==> config.mk <==
export PLATFORM = sky130hd
export DESIGN_NAME = spi_byte_master
export DESIGN_NICKNAME = d
export VERILOG_FILES = /design/src/rtl/spi_bm_pkg.sv /design/src/rtl/spi_bm_halftick.sv /design/src/rtl/spi_bm_shifter.sv /design/src/rtl/spi_bm_events.sv /design/src/rtl/spi_byte_master.sv
export SDC_FILE = /design/constraint.sdc
export NUM_CORES = 1
export LEC_CHECK = 0
export CAP_MARGIN = 10
export CORE_ASPECT_RATIO = 0.5
export CORE_MARGIN = 1.5
export CORE_UTILIZATION = 50
export CTS_BUF_LIST = sky130_fd_sc_hd__clkbuf_8 sky130_fd_sc_hd__clkbuf_16
export CTS_CLUSTER_SIZE = 14
export DETAILED_ROUTE_END_ITERATION = 10
export DONT_BUFFER_PORTS = 1
export PLACE_DENSITY = 0.68
export SETUP_SLACK_MARGIN = 0.15
export SLEW_MARGIN = 30
export SYNTH_ARGS = -nofsm -noshare
export SYNTH_HDL_FRONTEND = slang
export SYNTH_SLANG_ARGS = --single-unit
export TNS_END_PERCENT = 50
==> constraint.sdc <==
create_clock -name clk -period 1.81 [get_ports clk]
set_input_delay 0.2715 -clock clk [delete_from_list [all_inputs] [get_ports clk]]
set_output_delay 0.2715 -clock clk [all_outputs]
set_load 0.03 [all_outputs]
==> src/rtl/spi_bm_pkg.sv <==
package spi_bm_pkg;
    typedef enum logic [1:0] {
        ST_IDLE  = 2'd0,
        ST_LOAD  = 2'd1,
        ST_SHIFT = 2'd2,
        ST_DONE  = 2'd3
    } bm_state_e;

    localparam int EV_STARTED = 0;
    localparam int EV_END     = 1;
    localparam int EV_NUM     = 2;
    localparam int HALVES     = 16;
endpackage

==> src/rtl/spi_bm_halftick.sv <==
module spi_bm_halftick #(
    parameter int DIV_W = 8
) (
    input  logic             clk,
    input  logic             rst_n,
    input  logic             run,
    input  logic [DIV_W-1:0] div,
    output logic             tick
);
    logic [DIV_W-1:0] cnt;

    assign tick = run && (cnt == div);

    always_ff @(posedge clk) begin
        if (!rst_n)
            cnt <= '0;
        else if (!run || tick)
            cnt <= '0;
        else
            cnt <= cnt + 1'b1;
    end

    // with a non-zero divider two ticks are never adjacent
    p_tick_spacing_r9: assert property (@(posedge clk) disable iff (!rst_n)
        (tick && div != '0 && run) |=> !tick);
endmodule

==> src/rtl/spi_bm_shifter.sv <==
module spi_bm_shifter (
    input  logic       clk,
    input  logic       rst_n,
    input  logic       lsb_first,
    input  logic       load,
    input  logic       load_emit,
    input  logic [7:0] load_byte,
    input  logic       idle_lvl,
    input  logic       emit,
    input  logic       sample,
    input  logic       miso,
    output logic       bit_q,
    output logic [7:0] rx_cur,
    output logic [7:0] rx_next
);
    logic [7:0] sr;

    function automatic logic pick(input logic [7:0] b, input logic lsb);
        return lsb ? b[0] : b[7];
    endfunction

    function automatic logic [7:0] adv(input logic [7:0] b, input logic lsb);
        return lsb ? {1'b0, b[7:1]} : {b[6:0], 1'b0};
    endfunction

    assign rx_next = lsb_first ? {miso, rx_cur[7:1]} : {rx_cur[6:0], miso};

    always_ff @(posedge clk) begin
        if (!rst_n) begin
            sr    <= '0;
            bit_q <= 1'b0;
        end else if (load) begin
            sr    <= load_emit ? adv(load_byte, lsb_first) : load_byte;
            bit_q <= load_emit ? pick(load_byte, lsb_first) : idle_lvl;
        end else if (emit) begin
            sr    <= adv(sr, lsb_first);
            bit_q <= pick(sr, lsb_first);
        end
    end

    always_ff @(posedge clk) begin
        if (!rst_n)
            rx_cur <= '0;
        else if (sample)
            rx_cur <= rx_next;
    end
endmodule

==> src/rtl/spi_bm_events.sv <==
module spi_bm_events
    import spi_bm_pkg::*;
(
    input  logic              clk,
    input  logic              rst_n,
    input  logic [EV_NUM-1:0] ev_set,
    input  logic [EV_NUM-1:0] ev_clr,
    input  logic [EV_NUM-1:0] en_set,
    input  logic [EV_NUM-1:0] en_clr,
    output logic [EV_NUM-1:0] ev,
    output logic              irq
);
    logic [EV_NUM-1:0] en;

    generate
        for (genvar i = 0; i < EV_NUM; i++) begin : g_ev
            always_ff @(posedge clk) begin
                if (!rst_n) begin
                    ev[i] <= 1'b0;
                    en[i] <= 1'b0;
                end else begin
                    ev[i] <= ev_set[i] | (ev[i] & ~ev_clr[i]);
                    en[i] <= (en[i] | en_set[i]) & ~en_clr[i];
                end
            end

            // an event stays pending until cleared
            p_evt_sticky_r7: assert property (@(posedge clk) disable iff (!rst_n)
                (ev[i] && !ev_clr[i]) |=> ev[i]);
        end
    endgenerate

    assign irq = |(ev & en);

    // clearing every enable silences the interrupt next cycle
    p_irq_cleared_r8: assert property (@(posedge clk) disable iff (!rst_n)
        (en_clr == '1) |=> !irq);
endmodule

==> src/rtl/spi_byte_master.sv <==
module spi_byte_master
    import spi_bm_pkg::*;
#(
    parameter int CNT_W = 8,
    parameter int DIV_W = 8
) (
    input  logic             clk,
    input  logic             rst_n,
    input  logic [DIV_W-1:0] cfg_div,
    input  logic             cfg_cpol,
    input  logic             cfg_cpha,
    input  logic             cfg_lsb_first,
    input  logic [7:0]       cfg_filler,
    input  logic [CNT_W-1:0] tx_count,
    input  logic [CNT_W-1:0] rx_count,
    input  logic             start,
    output logic             tx_req,
    input  logic [7:0]       tx_data,
    output logic             rx_valid,
    output logic [7:0]       rx_data,
    output logic             sck,
    output logic             mosi,
    input  logic             miso,
    output logic             busy,
    output logic             evt_started,
    output logic             evt_end,
    input  logic             evt_started_clr,
    input  logic             evt_end_clr,
    input  logic [1:0]       irq_en_set,
    input  logic [1:0]       irq_en_clr,
    output logic             irq
);
    localparam int HW = $clog2(HALVES);
    localparam logic [HW-1:0] LAST_HALF = HW'(HALVES - 1);

    bm_state_e        state, nxt;
    logic [DIV_W-1:0] div_q;
    logic             cpol_q, cpha_q, lsb_q;
    logic [7:0]       filler_q;
    logic [CNT_W-1:0] txc_q, rxc_q, len_q, idx;
    logic [CNT_W-1:0] len_in;
    logic [HW-1:0]    half;
    logic             sck_q;
    logic             tick, run, start_ok, byte_end, last_byte;
    logic             emit, sample, load, load_emit;
    logic [7:0]       load_byte, rx_cur, rx_next;
    logic             bit_q;
    logic [EV_NUM-1:0] ev, ev_set, ev_clr;

    assign len_in    = (tx_count > rx_count) ? tx_count : rx_count;
    assign start_ok  = (state == ST_IDLE) && start;
    assign run       = (state == ST_SHIFT);
    assign byte_end  = run && tick && (half == LAST_HALF);
    assign last_byte = (idx == len_q - 1'b1);

    // next-state process
    always_comb begin
        nxt = state;
        unique case (state)
            ST_IDLE:  if (start) nxt = (len_in == '0) ? ST_DONE : ST_LOAD;
            ST_LOAD:  nxt = ST_SHIFT;
            ST_SHIFT: if (byte_end) nxt = last_byte ? ST_DONE : ST_LOAD;
            ST_DONE:  nxt = ST_IDLE;
            default:  nxt = ST_IDLE;
        endcase
    end

    always_ff @(posedge clk) begin
        if (!rst_n) state <= ST_IDLE;
        else        state <= nxt;
    end

    // output / datapath process
    always_comb begin
        busy      = (state != ST_IDLE);
        load      = (state == ST_LOAD);
        tx_req    = load && (idx < txc_q);
        load_byte = tx_req ? tx_data : filler_q;
        load_emit = load && !cpha_q;
        emit      = run && tick && (cpha_q ? !half[0] : (half[0] && half != LAST_HALF));
        sample    = run && tick && (cpha_q ? half[0] : !half[0]);
        unique case (state)
            ST_IDLE: begin
                sck  = cfg_cpol;
                mosi = cfg_cpol;
            end
            ST_DONE: begin
                sck  = sck_q;
                mosi = cpol_q;
            end
            default: begin
                sck  = sck_q;
                mosi = bit_q;
            end
        endcase
    end

    always_ff @(posedge clk) begin
        if (!rst_n) begin
            div_q    <= '0;
            cpol_q   <= 1'b0;
            cpha_q   <= 1'b0;
            lsb_q    <= 1'b0;
            filler_q <= '0;
            txc_q    <= '0;
            rxc_q    <= '0;
            len_q    <= '0;
            idx      <= '0;
            half     <= '0;
            sck_q    <= 1'b0;
            rx_valid <= 1'b0;
            rx_data  <= '0;
        end else begin
            rx_valid <= 1'b0;
            unique case (state)
                ST_IDLE: begin
                    sck_q <= cfg_cpol;
                    if (start) begin
                        div_q    <= cfg_div;
                        cpol_q   <= cfg_cpol;
                        cpha_q   <= cfg_cpha;
                        lsb_q    <= cfg_lsb_first;
                        filler_q <= cfg_filler;
                        txc_q    <= tx_count;
                        rxc_q    <= rx_count;
                        len_q    <= len_in;
                        idx      <= '0;
                    end
                end
                ST_LOAD: half <= '0;
                ST_SHIFT: begin
                    if (tick) begin
                        sck_q <= ~sck_q;
                        half  <= half + 1'b1;
                    end
                    if (byte_end) begin
                        idx      <= idx + 1'b1;
                        rx_valid <= (idx < rxc_q);
                        rx_data  <= cpha_q ? rx_next : rx_cur;
                    end
                end
                ST_DONE: sck_q <= cpol_q;
                default: ;
            endcase
        end
    end

    spi_bm_halftick #(.DIV_W(DIV_W)) u_tick (
        .clk  (clk),
        .rst_n(rst_n),
        .run  (run),
        .div  (div_q),
        .tick (tick)
    );

    spi_bm_shifter u_shift (
        .clk      (clk),
        .rst_n    (rst_n),
        .lsb_first(lsb_q),
        .load     (load),
        .load_emit(load_emit),
        .load_byte(load_byte),
        .idle_lvl (cpol_q),
        .emit     (emit),
        .sample   (sample),
        .miso     (miso),
        .bit_q    (bit_q),
        .rx_cur   (rx_cur),
        .rx_next  (rx_next)
    );

    assign ev_set[EV_STARTED] = start_ok;
    assign ev_set[EV_END]     = (state == ST_DONE);
    assign ev_clr[EV_STARTED] = evt_started_clr;
    assign ev_clr[EV_END]     = evt_end_clr;

    spi_bm_events u_ev (
        .clk   (clk),
        .rst_n (rst_n),
        .ev_set(ev_set),
        .ev_clr(ev_clr),
        .en_set(irq_en_set),
        .en_clr(irq_en_clr),
        .ev    (ev),
        .irq   (irq)
    );

    assign evt_started = ev[EV_STARTED];
    assign evt_end     = ev[EV_END];

    // the end event is pending when busy drops
    p_end_at_busy_fall_r7: assert property (@(posedge clk) disable iff (!rst_n)
        $fell(busy) |-> evt_end);

    // a new started event only appears inside a transaction
    p_started_in_txn_r10: assert property (@(posedge clk) disable iff (!rst_n)
        $rose(evt_started) |-> busy);

    // received bytes are only presented while busy
    p_rx_in_txn_r3: assert property (@(posedge clk) disable iff (!rst_n)
        rx_valid |-> busy);

    // SCK holds between half-period ticks while shifting
    p_sck_steady_r9: assert property (@(posedge clk) disable iff (!rst_n)
        (run && !tick && nxt == ST_SHIFT) |=> $stable(sck));
endmodule

==> reports/metrics.yaml <==
sta:
  finalMaxSlewViolations: 0
  finalSetupTns_ns: -2.064
  rsz0062_at_grt: "yes"
  period_share_pct: 117.0
  finalHoldViolations: 0
  setup_violations: 15
  fin_worst_skew_ns: 0.006912
  fmax_mhz: 472.1
  setup_slack_ns: -0.3080
  worst_pin_slew_ns: 0.5389
  period_minus_slack_ns: 2.118
  slew_headroom_pct: 64.02
final_layout:
  seq_area_um2: 1956
  syn_to_final_growth_pct: 30.21
  final_cell_count_no_fill: 858
  multi_input_area_um2: 3566
  n_antenna_cell: 0
  final_util_pct: 67.82
  nets: 796
  drive_above_1_share_pct: 30.64
  fin_area_um2: 7015
  fill_cells: 835
detailed_routing:
  vias: 4807
  avgViaCountPerCell: 5.603
  drtIter0Drc: 359
  post_drt_wl_per_cell_um: 16.63
  first_pass_iters: 5
  ant_nets: 0
  wl_mm: 14.27
  route.detailed.drc: 0
die:
  io_pins: 69
  rows: 26
  start_util_pct: 52.08
  die_y_um: 76.40
  dieArea_um2: 11440
  die_x_um: 149.8
  core_area_um2: 10340
global_route:
  track_usage_pct: 25.67
  grt_pass1_wl_mm: 23.20
  overflow: 0
  grt_max_degree: 28
  antenna_found_initial: 0
  grt_pass1_vias: 4666
synth:
  synth_cell_type_count: 59
  syn_area_um2: 5388
  ys_warn_count: 0
  synth.area.top_cells: "dfxtp_1 (36%), nand2_1 (7.5%), ha_1 (7.0%)"
  ys.flop_type: "dfxtp_1"
  ys_top_cells_by_count: "nand2_1 (108), dfxtp_1 (96), a21oi_1 (74)"
  synth_most_common_cell: "nand2_1"
  mappedNetlistNets: 739
  synth_cells: 656
  synth_edf_count: 0
  synth_seq_area_share_pct: 35.67
  synth.top_cell.area_share_pct: 35.67
  ys_ff_latch: 96
  synthArstFlopShare_pct: 0
  syn_area_per_cell_um2: 8.213
  yosys.area.top_type: "dfxtp_1"
clocking:
  cts_buffer_depth: 2
  htreeDepth: 3
  cts_tree: "yes"
  cts_sinks: 96
  clk_latency_ns: 0.35
  root_buffer: "clkbuf_16"
  cts.clk_slew.worst_paths_ns: 0.06
  numCtsBuffers: 9
pwr:
  leakage_nw: 2.734
  power_density_nw_per_um2: 1325
  vdd_drop_max_v: 0.0007430
  total_power_mw: 9.295
placement:
  dpl.hpwl_mm: 9.569
  dp_cells: 817
  routabilityCongestion: 0.8742
  numPortBuffers: 0
  dpl_cell_area_um2: 5987
critical_path:
  path_class: "register to output pin"
  required_ns: 1.54
  worstPathMaxFanout: 3
  crit_arrival_ns: 1.85
  end_kind: "output pin"
  start_kind: "register"
  ff2ff_setup_slack_ns: -0.29
  reg2regPathDepth: 10
status:
  violations: "setup timing"
  status: "finished, violations left"
hold_path:
  holdPathStages: 2
  hp-class: "primary input to register"
job:
  max-cap-violations: 0
path summary, 6_finish.rpt:
check / from / to
hold reg to reg: txc_q[2]$_SDFFE_PN0P_ / txc_q[2]$_SDFFE_PN0P_
hold / removal: rst_n / state[1]$_SDFFE_PN0P_
setup / recovery: idx[6]$_SDFFE_PN0P_ / tx_req
setup reg to reg: txc_q[7]$_SDFFE_PN0P_ / u_shift.sr[7]$_SDFFE_PN0P_
placed cells by master (no fill, tap or decap), types with 4 or more instances in the layout:
cell type	instances
nor2_2	7
mux2_2	11
a211o_1	8
a21o_1	4
a211oi_1	8
buf_12	4
nand3_2	4
xnor2_1	16
mux2i_1	30
bufinv_16	4
buf_6	22
nand4_1	10
mux4_2	4
xor2_1	16
ha_1	22
buf_4	55
a21oi_1	63
nor2_1	43
ha_4	7
or2_4	8
o211ai_1	5
a211oi_2	4
o21ai_0	8
dfxtp_2	21
clkbuf_16	9
inv_2	6
dfxtp_1	73
and3_1	7
nand2b_1	5
nor3_1	5
nand2_1	104
nand3_1	7
inv_1	27
a21oi_2	10
layout make-up:
type                            count  share of cell area, %
Multi-Input combinational cell    485                  50.83
Tap cell                          140                  2.497
Timing Repair Buffer               85                  11.45
Inverter                           36                  2.105
Clock buffer                        9                  3.210
Clock inverter                      7                  2.033
Sequential cell                    96                  27.88
registers in the layout, summed over array words and instances (netlist names), 2 cells and up:
| name | cells |
|---|---|
| len_q | 8 |
| idx | 8 |
| filler_q | 8 |
| rx_data | 8 |
| u_shift.sr | 8 |
| state | 2 |
| div_q | 8 |
| txc_q | 8 |
| u_ev.en | 2 |
| rxc_q | 8 |
| u_tick.cnt | 8 |
| u_ev.ev | 2 |
| half | 4 |
| u_shift.rx_cur | 8 |
report_power, final:
group | total, mW | leakage [nW] | switching, mW | internal (mW)
Clock | 2.34 | 0.180 | 0.849 | 1.50
Combinational | 4.20 | 1.76 | 2.18 | 2.02
Sequential | 2.75 | 0.794 | 0.285 | 2.47
Total | 9.29 | 2.73 | 3.31 | 5.98
metal layers:
metal / global-route usage, % / share of wire (%)
met1: 34.16 / 48
met2: 41.97 / 46
met5: 0 / 0
met3: 7.006 / 5.3
met4: 4.412 / 0.80
critical path: stages, from the launching register on:
cell and delay, ns:
dfxtp_4 0.35, ha_4 0.23, a21o_1 0.16, a221oi_2 0.27
o21ai_2 0.14, buf_6 0.15, inv_2 0.06, buf_6 0.13
kinds of logic after synthesis:
logic type | count (synthesis) | share of synthesized area [%]
AOI/OAI and AO/OA | 142 | 16.67
muxes | 48 | 10.26
DFF | 96 | 35.67
xor gates and xnor gates | 34 | 5.527
adders and majority gates | 30 | 6.967
and+or+nand+nor | 231 | 19.28
buffers and inverters | 75 | 5.620
through the flow:
| stage | worst slack (ns) | hold slack [ns] |
|---|---|---|
| final | -0.3080 | 0.02794 |
| after global routing | -0.3921 | 0.03161 |
| after CTS | -0.2845 | 0.04545 |
| after detailed placement | -0.1616 | 0.3510 |
| after global placement | -0.1044 | 0.3494 |
| after floorplan | -0.1063 | 0.3483 |
what timing repair did:
action | CTS | global route
resized for setup | 88 | 35
endpoints found under the setup margin | 90 | 70
hold buffers | 2 | 0
gates cloned | 3 | 0
pin swaps | 55 | 38
hold endpoints to repair | 2 | 0
setup buffers | 15 | 5
Note: power is estimated with default switching activity, not from simulation.
